==> src/rtl/csync_rx_pkg.sv <==
package csync_rx_pkg;

    localparam int FRAME_BITS = 8;
    localparam int BCNT_W     = $clog2(FRAME_BITS);
    localparam int REG_W      = 8;

    typedef logic [FRAME_BITS-1:0] frame_t;

    typedef enum logic [1:0] {
        ADDR_DATA = 2'd0,
        ADDR_STAT = 2'd1,
        ADDR_CTRL = 2'd2,
        ADDR_DIV  = 2'd3
    } reg_addr_e;

    typedef struct packed {
        logic ext_clk;
        logic int_en;
        logic rx_en;
    } ctrl_t;

    typedef struct packed {
        logic ovr;
        logic full;
    } stat_t;

    function automatic frame_t shift_in(frame_t cur, logic bit_in);
        return {bit_in, cur[FRAME_BITS-1:1]};
    endfunction

endpackage

==> src/rtl/csync_rx_clkgen.sv <==
module csync_rx_clkgen
    import csync_rx_pkg::*;
#(
    parameter int DIV_W       = 8,
    parameter int SYNC_STAGES = 2
) (
    input  logic             clk,
    input  logic             rst,
    input  logic             run,
    input  logic             ext_sel,
    input  logic [DIV_W-1:0] div,
    input  logic             sck_in,
    input  logic             sdata_in,
    output logic             sck_out,
    output logic             sample,
    output logic             sample_bit
);

    logic [SYNC_STAGES:0]   sck_sync;
    logic [SYNC_STAGES-1:0] dat_sync;
    logic [DIV_W-1:0]       cnt;
    logic                   sck_q;
    logic                   int_run;
    logic                   ext_rise;
    logic                   int_rise;

    always_ff @(posedge clk) begin
        if (rst) begin
            sck_sync <= '1;
            dat_sync <= '0;
        end else begin
            sck_sync <= {sck_sync[SYNC_STAGES-1:0], sck_in};
            dat_sync <= {dat_sync[SYNC_STAGES-2:0], sdata_in};
        end
    end

    assign int_run  = run && !ext_sel;
    assign ext_rise = sck_sync[SYNC_STAGES-1] && !sck_sync[SYNC_STAGES];
    assign int_rise = int_run && (cnt == div) && !sck_q;

    always_ff @(posedge clk) begin
        if (rst || !int_run) begin
            cnt   <= '0;
            sck_q <= 1'b1;
        end else if (cnt == div) begin
            cnt   <= '0;
            sck_q <= !sck_q;
        end else begin
            cnt <= cnt + 1'b1;
        end
    end

    assign sck_out    = sck_q;
    assign sample     = ext_sel ? (run && ext_rise) : int_rise;
    assign sample_bit = dat_sync[SYNC_STAGES-1];

    AST_SCK_IDLE_HIGH: assert property (@(posedge clk) disable iff (rst)
        !int_run |=> sck_q);

    AST_SCK_HOLD_MIDPHASE: assert property (@(posedge clk) disable iff (rst)
        (int_run && $past(int_run) && cnt != div) |=> (sck_q == $past(sck_q)));

endmodule

==> src/rtl/csync_rx_shifter.sv <==
module csync_rx_shifter
    import csync_rx_pkg::*;
(
    input  logic   clk,
    input  logic   rst,
    input  logic   hold,
    input  logic   sample,
    input  logic   sample_bit,
    output logic   frame_done,
    output frame_t frame_data
);

    frame_t            shreg;
    logic [BCNT_W-1:0] bcnt;

    localparam logic [BCNT_W-1:0] LAST_BIT = BCNT_W'(FRAME_BITS - 1);

    always_ff @(posedge clk) begin
        if (rst) begin
            shreg <= '0;
            bcnt  <= '0;
        end else if (hold) begin
            bcnt <= '0;
        end else if (sample) begin
            shreg <= shift_in(shreg, sample_bit);
            bcnt  <= (bcnt == LAST_BIT) ? '0 : bcnt + 1'b1;
        end
    end

    assign frame_done = !hold && sample && (bcnt == LAST_BIT);
    assign frame_data = shift_in(shreg, sample_bit);

    AST_COUNT_CLEARED_ON_HOLD: assert property (@(posedge clk) disable iff (rst)
        hold |=> (bcnt == '0));

endmodule

==> src/rtl/csync_rx_regs.sv <==
module csync_rx_regs
    import csync_rx_pkg::*;
#(
    parameter int DIV_W   = 8,
    parameter int DIV_RST = 3
) (
    input  logic             clk,
    input  logic             rst,
    input  logic             reg_wr,
    input  logic [1:0]       reg_addr,
    input  logic [REG_W-1:0] reg_wdata,
    output logic [REG_W-1:0] reg_rdata,
    input  logic             frame_done,
    input  frame_t           frame_data,
    output ctrl_t            ctrl,
    output stat_t            stat,
    output logic [DIV_W-1:0] div,
    output logic             rx_irq,
    output logic             err_irq
);

    frame_t    data_q;
    stat_t     stat_n;
    logic      load;
    reg_addr_e addr;

    assign addr = reg_addr_e'(reg_addr);

    always_comb begin
        stat_n = stat;
        load   = 1'b0;
        if (reg_wr && addr == ADDR_STAT) begin
            if (!reg_wdata[0]) stat_n.full = 1'b0;
            if (!reg_wdata[1]) stat_n.ovr  = 1'b0;
        end
        if (frame_done) begin
            if (stat.full) begin
                stat_n.ovr = 1'b1;
            end else begin
                stat_n.full = 1'b1;
                load        = 1'b1;
            end
        end
    end

    always_ff @(posedge clk) begin
        if (rst) begin
            ctrl   <= '0;
            div    <= DIV_W'(DIV_RST);
            stat   <= '0;
            data_q <= '0;
        end else begin
            stat <= stat_n;
            if (load) data_q <= frame_data;
            if (reg_wr && addr == ADDR_CTRL) ctrl <= ctrl_t'(reg_wdata[2:0]);
            if (reg_wr && addr == ADDR_DIV)  div  <= reg_wdata[DIV_W-1:0];
        end
    end

    always_comb begin
        reg_rdata = '0;
        unique case (addr)
            ADDR_DATA: reg_rdata = data_q;
            ADDR_STAT: reg_rdata[1:0] = stat;
            ADDR_CTRL: reg_rdata[2:0] = ctrl;
            ADDR_DIV:  reg_rdata[DIV_W-1:0] = div;
        endcase
    end

    assign rx_irq  = ctrl.int_en && stat.full && !stat.ovr;
    assign err_irq = ctrl.int_en && stat.ovr;

    AST_LOAD_SETS_FULL: assert property (@(posedge clk) disable iff (rst)
        (frame_done && !stat.full) |=> (stat.full && data_q == $past(frame_data)));

    AST_OVR_KEEPS_DATA: assert property (@(posedge clk) disable iff (rst)
        (frame_done && stat.full) |=> (stat.ovr && $stable(data_q)));

    AST_IRQ_EXCLUSIVE: assert property (@(posedge clk) disable iff (rst)
        !(rx_irq && err_irq));

endmodule

==> src/rtl/csync_rx.sv <==
module csync_rx
    import csync_rx_pkg::*;
#(
    parameter int DIV_W       = 8,
    parameter int DIV_RST     = 3,
    parameter int SYNC_STAGES = 2
) (
    input  logic       clk,
    input  logic       rst,
    input  logic       sck_in,
    input  logic       sdata_in,
    output logic       sck_out,
    input  logic       reg_wr,
    input  logic [1:0] reg_addr,
    input  logic [7:0] reg_wdata,
    output logic [7:0] reg_rdata,
    output logic       rx_irq,
    output logic       err_irq
);

    ctrl_t            ctrl;
    stat_t            stat;
    logic [DIV_W-1:0] div;
    logic             run;
    logic             sample;
    logic             sample_bit;
    logic             frame_done;
    frame_t           frame_data;

    assign run = ctrl.rx_en && !stat.ovr;

    csync_rx_clkgen #(
        .DIV_W      (DIV_W),
        .SYNC_STAGES(SYNC_STAGES)
    ) u_clkgen (
        .clk       (clk),
        .rst       (rst),
        .run       (run),
        .ext_sel   (ctrl.ext_clk),
        .div       (div),
        .sck_in    (sck_in),
        .sdata_in  (sdata_in),
        .sck_out   (sck_out),
        .sample    (sample),
        .sample_bit(sample_bit)
    );

    csync_rx_shifter u_shifter (
        .clk       (clk),
        .rst       (rst),
        .hold      (!run),
        .sample    (sample),
        .sample_bit(sample_bit),
        .frame_done(frame_done),
        .frame_data(frame_data)
    );

    csync_rx_regs #(
        .DIV_W  (DIV_W),
        .DIV_RST(DIV_RST)
    ) u_regs (
        .clk       (clk),
        .rst       (rst),
        .reg_wr    (reg_wr),
        .reg_addr  (reg_addr),
        .reg_wdata (reg_wdata),
        .reg_rdata (reg_rdata),
        .frame_done(frame_done),
        .frame_data(frame_data),
        .ctrl      (ctrl),
        .stat      (stat),
        .div       (div),
        .rx_irq    (rx_irq),
        .err_irq   (err_irq)
    );

    AST_NO_FRAME_WHILE_OVR: assert property (@(posedge clk) disable iff (rst)
        stat.ovr |-> !frame_done);

    AST_NO_FRAME_DISABLED: assert property (@(posedge clk) disable iff (rst)
        !ctrl.rx_en |-> !frame_done);

endmodule

==> config.mk <==
export PLATFORM = sky130hd
export DESIGN_NAME = csync_rx
export DESIGN_NICKNAME = d
export VERILOG_FILES = /design/src/rtl/csync_rx_pkg.sv /design/src/rtl/csync_rx_clkgen.sv /design/src/rtl/csync_rx_shifter.sv /design/src/rtl/csync_rx_regs.sv /design/src/rtl/csync_rx.sv
export SDC_FILE = /design/constraint.sdc
export NUM_CORES = 1
export LEC_CHECK = 0
export BUFFER_PORTS_ARGS = -buffer_cell sky130_fd_sc_hd__buf_2
export CAP_MARGIN = 5
export CORE_UTILIZATION = 35
export DETAILED_ROUTE_END_ITERATION = 8
export MAX_ROUTING_LAYER = met4
export PLACE_DENSITY_LB_ADDON = 0.08
export SLEW_MARGIN = 30
export SYNTH_ARGS = -nofsm -noshare
export SYNTH_HDL_FRONTEND = slang
export SYNTH_HIERARCHICAL = 1
export SYNTH_SLANG_ARGS = --single-unit
==> constraint.sdc <==
create_clock -name clk -period 2.7 [get_ports clk]
set_input_delay 0.27 -clock clk [delete_from_list [all_inputs] [get_ports clk]]
set_output_delay 0.27 -clock clk [all_outputs]
set_load 0.01 [all_outputs]
# After elaboration in Yosys (flattened, before gate mapping)
# Index checks and enable logic that the tools add are counted.
[op_classes]
add_sub_neg = 2
multipliers = 0
n_div = 0
order_cmp = 0
eq_ne = 5
shift = 0
mux = 13
n_bitwise = 1
n_reduce_logical = 24
[op_table]
columns = ["cell", "count"]
rows = [
  ["$logic_and 1x1->1", 14],
  ["$pmux 5 s2", 1],
  ["$add 8x1->8 const B", 1],
  ["$eq 8x8->1", 1],
  ["$pmux 2 s4", 1],
  ["$mux 1", 7],
  ["$logic_not 1->1", 5],
  ["$eq 2x2->1 const B", 2],
  ["$mux 2", 2],
  ["$reduce_or 2->1", 2],
  ["$add 3x1->3 const B", 1],
  ["$eq 3x3->1 const B", 1],
  ["$mux 3", 1],
  ["$pmux 1 s3", 1],
  ["$eq 2x1->1 const B", 1],
  ["$logic_not 2->1", 1],
  ["$reduce_and 2->1", 1],
  ["$logic_or 1x1->1", 1],
  ["$not 1->1", 1],
]
[totals]
regBits = 46
latchBits = 0
ramBits = 0
mem_bits_ro = 0
input_bits = 15
output_inout_bits = 11
wordCells = 58
n_memories = 0

# Logic depth before layout (Yosys ltp)
# Gate-level depths: netlist of the first run.
[depth]
word_depth = 9
ltp_mapped = 11
ltp_nobuf = 9

# Modules after synthesis
# The synthesis of the first run kept the hierarchy.
[by_module_without_submodules]
columns = ["mod", "n_inst", "cells_per_inst", "area_per_inst_um2", "seq_area_each_um2"]
rows = [
  ["csync_rx_regs", 1, 124, 999.7, 420.4],
  ["csync_rx_clkgen", 1, 60, 608.1, 280.3],
  ["csync_rx_shifter", 1, 38, 409.1, 200.2],
  ["csync_rx", 1, 2, 12.5, 0.0],
]

# Worst setup path after synthesis of the first run
# No wires, ideal clock.
[synth_timing]
path_type = "reg-to-reg"
start = "reg u_clkgen.cnt[4]"
end = "reg u_regs.data_q[0]"
setup_time_ns = 0.072
arrival_time_ns = 2.051
required_ns = 2.628
path_slack_ns = 0.576
path_stages_with_launch = 12
n_path_buf = 2
period_less_slack_ns = 2.124
cell_sequence = "dfxtp_1 xnor2_1 nand4_2 o41ai_2 and2_1 and2b_2 buf_6 and2_2 nor2b_1 clkbuf_2 nand2_1 a21oi_1"
[synth_via]
elab_chain_cells = 7
[synth_rtl]
columns = ["item", "line_no", "text"]
rows = [
  ["start: declaration", "csync_rx_clkgen.sv:21", "logic [DIV_W-1:0] cnt;"],
  ["start signal: assignment", "csync_rx_clkgen.sv:49", "cnt <= cnt + 1'b1;"],
  ["$eq 8x8->1", "csync_rx_clkgen.sv:39", "assign int_rise = int_run && (cnt == div) && !sck_q;"],
  ["$logic_and 1x1->1 (2 in series)", "csync_rx_clkgen.sv:39", ""],
  ["$mux 1", "csync_rx_clkgen.sv:54", "assign sample = ext_sel ? (run && ext_rise) : int_rise;"],
  ["net sample", "csync_rx.sv:25", "logic sample;"],
  ["$logic_and 1x1->1 (2 in series)", "csync_rx_shifter.sv:30", "assign frame_done = !hold && sample && (bcnt == LAST_BIT);"],
  ["net frame_done", "csync_rx.sv:27", "logic frame_done;"],
  ["$mux 1", "csync_rx_regs.sv:36", "if (frame_done) begin"],
  ["end signal: assignment", "csync_rx_regs.sv:54", "if (load) data_q <= frame_data;"],
  ["end: declaration", "csync_rx_regs.sv:22", "frame_t data_q;"],
]
# The timed path passes the listed nets, and every way through them passes these cells.
# A chain may end at the register's enable or synchronous reset.

# Final worst setup path of the first run
[layout_timing]
start = "reg u_clkgen.cnt[4]"
end = "reg u_regs.data_q[4]"
# The elaborated chain is that of the path after synthesis.

==> results of run 1 <==
==> worst min path at each step <==
stage,slack (ns),depth (start not counted),to
after floorplan,0.34,1,u_clkgen/dat_sync[0]
after global placement,0.39,1,u_clkgen/sck_sync[1]
after detailed placement,0.40,1,u_clkgen/sck_sync[1]
after CTS,0.14,2,u_clkgen/sck_sync[0]
after global routing,0.14,2,u_clkgen/sck_sync[0]
final,0.15,2,u_clkgen/sck_sync[0]
==> per-layer routing <==
metal,part of all wire (%),vias up
met4,0.91,0
met5,0,-
met2,40,32
met1,55,690
met3,4.4,4
li1,-,805
==> cells in the mapped netlist (all sizes together) (3+ instances only) <==
cell type / instances / share of area, %
nand2: 41 / 7.6
mux2i: 12 / 5.9
clkbuf: 4 / 0.80
nand3: 6 / 1.5
buf: 5 / 2.4
a21oi: 19 / 5.8
inv: 5 / 0.92
or2: 3 / 0.92
nor2b: 4 / 1.2
a222oi: 3 / 1.5
a22oi: 5 / 1.8
and2: 5 / 1.6
nor2: 23 / 4.3
ha: 9 / 5.5
nor3: 3 / 0.74
xnor2: 10 / 4.3
xor2: 4 / 1.7
dfxtp: 45 / 44
nand4: 3 / 1.5
o21ai: 4 / 1.2
nand3b: 3 / 1.1
==> stage by stage <==
stage,hold WS (ns),cells
finish,0.150,323
floorplan,0.342,224
CTS,0.144,323
global route,0.137,323
global placement,0.391,315
detailed placement,0.398,315
==> power groups by stage <==
stage,clock network (mW),registers (mW),logic (mW)
2_1_floorplan,0,0.693,0.0505
3_3_place_gp,0,0.697,0.0765
3_5_place_dp,0,0.697,0.0763
4_1_cts,0.435,0.681,0.0769
5_1_grt,0.469,0.682,0.0859
6_report,0.418,0.681,0.0761
==> cell families (layout without fill, tap and decap cells) <==
group | Yosys count | after routing | share of synthesized area [%]
buffers and inverters | 14 | 41 | 4.13
xor gates and xnor gates | 14 | 14 | 6.04
DFF | 45 | 45 | 44.4
AOI/OAI and AO/OA | 32 | 32 | 11.1
and+or+nand+nor | 98 | 98 | 22.9
adders and majority gates | 9 | 9 | 5.55
muxes | 12 | 12 | 5.92
==> flip-flops by register name, summed over array words and instances (netlist names) <==
signal             cells
u_clkgen/cnt           8
u_regs/data_q          8
u_regs/div             8
u_shifter/shreg        7
u_clkgen/sck_sync      3
u_regs/ctrl            3
u_shifter/bcnt         3
u_clkgen/dat_sync      2
u_regs/stat            2
u_clkgen/sck_out       1
==> area by class of cell <==
cell class | count | area, um^2 | area share (%)
timing repair buffer | 28 | 148 | 6.45
multi-input combinational | 165 | 1040 | 45.6
clock buffer | 6 | 72.6 | 3.17
sequential | 45 | 901 | 39.3
tap | 72 | 90.1 | 3.93
inverter | 5 | 18.8 | 0.820
clock inverter | 2 | 15.0 | 0.656
==> worst max-delay path, stage by stage, from the launching register on <==
cell	delay, ns
sky130_fd_sc_hd__dfxtp_1	0.42
sky130_fd_sc_hd__xnor2_1	0.15
sky130_fd_sc_hd__nand4_2	0.19
sky130_fd_sc_hd__o41ai_2	0.29
sky130_fd_sc_hd__and2_1	0.27
sky130_fd_sc_hd__and2b_2	0.18
sky130_fd_sc_hd__and2_2	0.15
sky130_fd_sc_hd__nor2b_1	0.12
sky130_fd_sc_hd__buf_4	0.16
sky130_fd_sc_hd__nand2_1	0.06
sky130_fd_sc_hd__a21oi_1	0.12
==> metrics list, run 1 <==
* Outcome: finished clean
- Placer congestion estimate: 0.784
- In the final design database the tool counted ~270 nets.
* Overall die width: 78.1 um
- Setup Fix Bufs, Post-CTS: 0
- The number of nets handed over by synthesis was 248.
- The floorplan step defined a die boundary enclosing 0.00611 mm^2.
- In this run the cell area of the synthesized design comes to 0.00203 mm^2.
- For the worst setup path, the data arrival time is 2.42 ns.
* CP Data Required Time: 2.93 ns
- Ant diodes: 0
- The worst path in the final design needs a cycle of 2.20 ns, including I/O delays and setup.
* Clock root buffer: sky130_fd_sc_hd__clkbuf_8
- Startpoint-to-endpoint class of the critical path: reg2reg
- Worst vdd ir: 0.285 mV
- Across the routed clock network, the largest skew measured is 0.0102 ns.
- Buffers placed on the I/O ports in this run total 25.
- Leaving out fill and tap cells, the most frequent cell in the layout is sky130_fd_sc_hd__dfxtp_1.
- Post-Place Worst Slack: approximately 0.52 ns
- Of the available clock period, the critical path in the final layout requires 81.3%.
- Internal cell power: 885 uW
- Adding up every negative setup slack in the final design gives 0 ns.
- Maximum root-to-sink buffer count: 2
- DRT Pass-1 Iters: 4
- Worst Hold Class: in2reg
- Vias in the first global route: 1503
- Initial standard-cell utilization of the core: a little over a third
- Fillcell total: 583
- After detailed routing, the number of vias per cell comes to 4.74.
* Leakage power: 0.842 nW
- The hold violation total from the final report was 0.
* DR iter-0 viols: 67
* Final-report setup violation count: 0
* Unrepaired setup endpoints after global routing: false
- Summed over all nets, the switching power comes to around 290 uW.
* Number of remaining DRC errors: 0
- Core occupancy in the finished layout: between 40% and 50%
- Routed Wire Length: 4270 um
- In the final routed layout, each cell accounts on average for 13.2 um.
* Reg2reg end: u_regs/data_q[4]
- After synthesis, flip-flops and latches occupy 44.4% of the total area.
* Synth unique cells: 34
- Comb pwr share: 6.5%
* Yosys warns: 6
- Clock power frac: 35.6%
- Global-route wire length before repair: around 7300 um
- Count of final max-slew check failures: 0
- The post-route netlist has roughly 20% of its cells at a drive strength greater than 1.
- Following the worst setup path forward leads to its endpoint at u_regs/data_q[4].
- In this run the cell area measured after placement is 0.00220 mm^2.
- Post-synth EDFFs: 0
- From synthesis to final layout, the design area changed by 12.8%.
- Gates resized during post-CTS repair numbered 0.
- In the global route stage, overall resource usage came out at 16.1%.
- Clock tree from TritonCTS: built
- Met1 demand-to-capacity share in global routing: 22.2%
- Ratio of total power to cell area: between 500 and 600 mW/mm^2
- Worst slew pin tran: between 0.3 and 0.4 ns
- The layer flagged by global routing as most heavily used is met2.
- Initial antenna violation count: 0
- Hold Path Origin: sck_in
- Summed over all nets, the half-perimeter wirelength after detailed placement is 3210 um.
* Tightest slew margin relative to the limit: 75.6%
- Final design instance area without fill: 0.00229 mm^2
* Vias after detailed routing: 1531
- Clock input transition at the sequential cells of the worst setup and hold paths: around 0.090 ns
- In the post-route analysis, the smallest setup slack over all paths is 0.504 ns.
- CTS Buf Count: 5
- Register-to-Register Path Depth: 10
- Dominant register cell in the synthesized netlist: sky130_fd_sc_hd__dfxtp_1
- Number of placement rows: 27
- The clock net in this run drives a total of 45 sinks.
- Clk_lat worst skew: 0.30 ns
- Sequential cells account for 58.0% of the total power.
* Most frequent cells in the layout: sky130_fd_sc_hd__dfxtp_1, sky130_fd_sc_hd__nand2_1, sky130_fd_sc_hd__buf_2, sky130_fd_sc_hd__nor2_1, sky130_fd_sc_hd__a21oi_1
* Worst Setup End Kind: flop
- Final Total Pwr: 1.17 mW
- Launch point of the worst reg-to-reg path: u_clkgen/cnt[4]
- Core area: 0.00554 mm^2
- Highest clock rate: 455 MHz
* Grt met2 use: 23.0%
* Average cell area after synthesis: 9.06 um^2
- Aggregate global routing overflow: 0
- Net switching share of the total power: 24.6%
- Counting every instance in the synthesized netlist gives 224.
- # hold bufs at CTS: 0
- Critical Path Start Type: flop
- During I/O placement, the number of pins put on the boundary was 26.
- For this run, asynchronously set or reset flops after synthesis account for 0%.
- Number of H-tree branching levels: 2
* Critical path startpoint: u_clkgen/cnt[4]
- Count of antenna-violating nets left after detailed routing: 0
- In this run the worst path has a maximum fanout of 8.
* Max-cap viol count: 0
* Met3 Resource Use GR: about 4.0%
* Die Y-Extent: 78.1 um
- Pin count of the biggest net entering global routing: 22
- The synthesized design contains 45 register bits.
* Slack of the worst reg-to-reg path: 0.50 ns
No activity file was read; power rests on OpenSTA's default activity.
==> run 2, diff against run 1 <==
Clock period 2.7 ns to 1.85 ns, I/O delays scaled along.
==> run 2 against run 1 <==
The run now ends with negative setup slack left. Fmax rose by 14%. Setup slack got worse by 0.58 ns. Core utilization rose by 3.8 points. Global-route usage rose by 0.089 points. Count of clock-buffer cells in the layout did not move. Combinational power rose by 72%. Routed wire length rose by 1.5%. Clock skew fell by 0.0061 ns. Final cell count rose by 5.9%. Via count rose by 5.7%. Critical endpoint is now u_regs/data_q[3].
==> metrics list, run 2 (synthesis gave the netlist of run 1 again) <==
- Max-cap viol count: 0 (unchanged)
* DRT Pass-1 Iters: 4 (unchanged)
* Final Total Pwr: 1.71 mW (+46%)
- Cell count after placement: 334 (+6.0%)
- Final layout net count: 293 (+6.9%)
- The critical path data arrival time was 2.15 ns (-0.27 ns).
- CTS Buf Count: 5 (unchanged)
* Initial standard-cell utilization of the core: 36.6% (unchanged)
- The worst setup path is launched from a flop.
* Ant diodes: 0 (unchanged)
* Number of I/O port buffers: 25 (unchanged)
- Ratio of routed vias to standard cells: 4.73 (-0.19%)
- Vias in the first global route: 1577 (+4.9%)
- Counting stages on the worst path, the most repeated cell is sky130_fd_sc_hd__and2_4.
* Detailed placer's ending HPWL: 3160 um (-1.5%)
* Aggregate global routing overflow: 0 (unchanged)
- Startpoint-to-endpoint class of the critical path: reg2reg
- Pin count of the biggest net entering global routing: 37 (+68%)
- Number of placement rows: 27 (unchanged)
* Post-Place Worst Slack: -0.0732 ns (-0.589 ns)
- The final reports fail on negative setup slack.
- The fraction of layout cells with a size suffix above 1 was 33.7% (+13 points).
- Number of cells in the finished layout apart from fillers: 342 (+5.9%)
- Worst Setup End Kind: flop
* Final cycle utilization of the critical path: 104% (+23 points)
- Largest regs: u_clkgen/cnt x8, u_regs/data_q x8, u_regs/div x8
- The largest stage delay on the critical path was 0.34 ns (-0.08 ns).
- Fillcell total: 576 (-1.2%)
* Initial antenna violation count: 0 (unchanged)
* Crit-path slowest cell: sky130_fd_sc_hd__dfxtp_2
- Average wire per cell in the routed design: 12.7 um (-4.2%)
* Highest clock rate: 520 MHz (+14%)
- Walking the worst path, the cells encountered are xnor2_2 -> nand4_2 -> o41ai_2 -> and2_4 -> and2b_2 -> and2_4 -> nor2b_1 -> buf_4 -> nand2_1 -> a21oi_1.
* Overall die area: 0.00611 mm^2 (unchanged)
- The detailed router's first-iteration violation count is 80 (+19%).
- Worst Hold Class: in2reg
- The time the worst path needs with I/O delays and setup came to 1.92 ns (-0.272 ns).
* Clock root buffer: sky130_fd_sc_hd__clkbuf_8
* Worst slew pin tran: 0.427 ns (+0.0613 ns)
* Unrepaired setup endpoints after global routing: true
- Die Y-Extent: 78.1 um (unchanged)
- The power density normalized to cell area came to 683 mW/mm^2 (+33%).
- Global-route wire length before repair: 7380 um (+0.86%)
- Clock tree sinks: 45 (unchanged)
- TritonCTS built the clock tree.
* Overall die width: 78.1 um (unchanged)
- Clock Skew: 0.00405 ns (-0.00612 ns)
- Smallest setup slack after layout: -0.0740 ns (-0.578 ns)
- Routed Wire Length: 4340 um (+1.5%)
- The data required time of the critical path is 2.08 ns (-0.85 ns).
- Outcome: finished with violations
- Most common cell after layout, fill and taps aside: sky130_fd_sc_hd__nand2_1
- The headroom to the max-slew limit came to 71.6% (-4.0 points).
* Number of H-tree branching levels: 2 (unchanged)
* I/O pin total: 26 (unchanged)
- Count of final hold-check violations: 0 (unchanged)
- The maximum resistive drop on vdd came to 0.331 mV (+16%).
- Count of antenna-violating nets left after detailed routing: 0 (unchanged)
- The top fanout value on the critical path was 8 (unchanged).
* Placer congestion estimate: 0.746 (-4.9%)
- Layout-stage area growth over the synthesis result: 23.3%
- Number of remaining DRC errors: 0 (unchanged)
* Clock input transition at the sequential cells of the worst setup and hold paths: 0.08 ns (about the same)
- The number of slew-limit violations in the final report is 0 (unchanged).
* Most frequent cells in the layout: sky130_fd_sc_hd__nand2_1, sky130_fd_sc_hd__dfxtp_1, sky130_fd_sc_hd__buf_2, sky130_fd_sc_hd__nor2_1, sky130_fd_sc_hd__buf_4
- Leakage power: 0.975 nW (+16%)
* Overall fraction of global-route tracks in use: 16.2% (+0.089 points)
* Core area: 0.00554 mm^2 (unchanged)
- Maximum root-to-sink buffer count: 2 (unchanged)
- Clk_lat worst skew: 0.29 ns (about the same)
- Final-report setup violation count: 8 (+8)
* Core occupancy in the finished layout: 45.2% (+3.8 points)
- The total number of vias came to 1618 (+5.7%).
==> run 2: changes by cell type in the layout (fill, tap and decap cells not counted), sizes merged <==
cell	before	now
clkinvlp	2	0
clkinv	0	2
buf	28	47
==> run 2: final cells by class <==
| class | instances | area (um^2) | area share [%] |
|---|---|---|---|
| Timing Repair Buffer | 47 | 290 | 11.6 |
| Inverter | 5 | 18.8 | 0.750 |
| Tap cell | 72 | 90.1 | 3.60 |
| Clock inverter | 2 | 10.0 | 0.400 |
| Multi-Input combinational cell | 165 | 1110 | 44.2 |
| Clock buffer | 6 | 72.6 | 2.90 |
| Sequential cell | 45 | 915 | 36.5 |
==> run 2: through the flow <==
step,hold WS (ns),cell area [um^2],TNS (ns)
after floorplan,0.257,2090,-1.35
after global placement,0.370,2400,-0.513
after detailed placement,0.375,2400,-0.555
after CTS,0.0573,2490,-0.676
after global routing,0.0765,2500,-1.99
final,0.0716,2500,-0.533
==> run 2: power breakdown <==
group	internal (mW)	total, mW	switching, mW
clock	0.262	0.588	0.326
combinational	0.0579	0.131	0.0732
sequential	0.980	0.991	0.0103
==> run 2: worst max-delay path: cells and delay by family (launching register included) <==
| kind | cells | cell delay (ns) |
|---|---|---|
| buffers and inverters | 1 | 0.16 |
| AND/OR/NAND/NOR | 6 | 0.78 |
| AO/OA/AOI/OAI | 2 | 0.40 |
| XOR/XNOR | 1 | 0.16 |
| flip-flops | 1 | 0.34 |
==> run 2: final timing paths <==
| check | start | to | slack [ns] | cells past startpoint |
|---|---|---|---|---|
| min reg2reg | u_clkgen/sck_sync[0] | u_clkgen/sck_sync[1] | 0.43 | 1 |
| max reg2reg | u_regs/div[1] | u_regs/data_q[3] | -0.07 | 10 |
| min | sck_in | u_clkgen/sck_sync[0] | 0.07 | 2 |
| max | u_regs/div[1] | u_regs/data_q[3] | -0.07 | 10 |
==> run 2: metal layers <==
| layer | up-vias | share of wire (%) | track usage [%] |
|---|---|---|---|
| met5 | - | 0 | - |
| met4 | 0 | 1.5 | 6.11 |
| met3 | 7 | 4.2 | 3.84 |
| met2 | 35 | 42 | 23.7 |
| met1 | 735 | 52 | 21.5 |
| li1 | 841 | - | - |
==> run 2: timing repair <==
| action | in CTS | in global routing |
|---|---|---|
| hold buffers | 0 | 0 |
| gates cloned | 0 | 0 |
| endpoints found under the setup margin | 8 | 16 |
| buffers inserted | 0 | 1 |
| gates resized for setup | 0 | 5 |
| pin swaps | 0 | 1 |
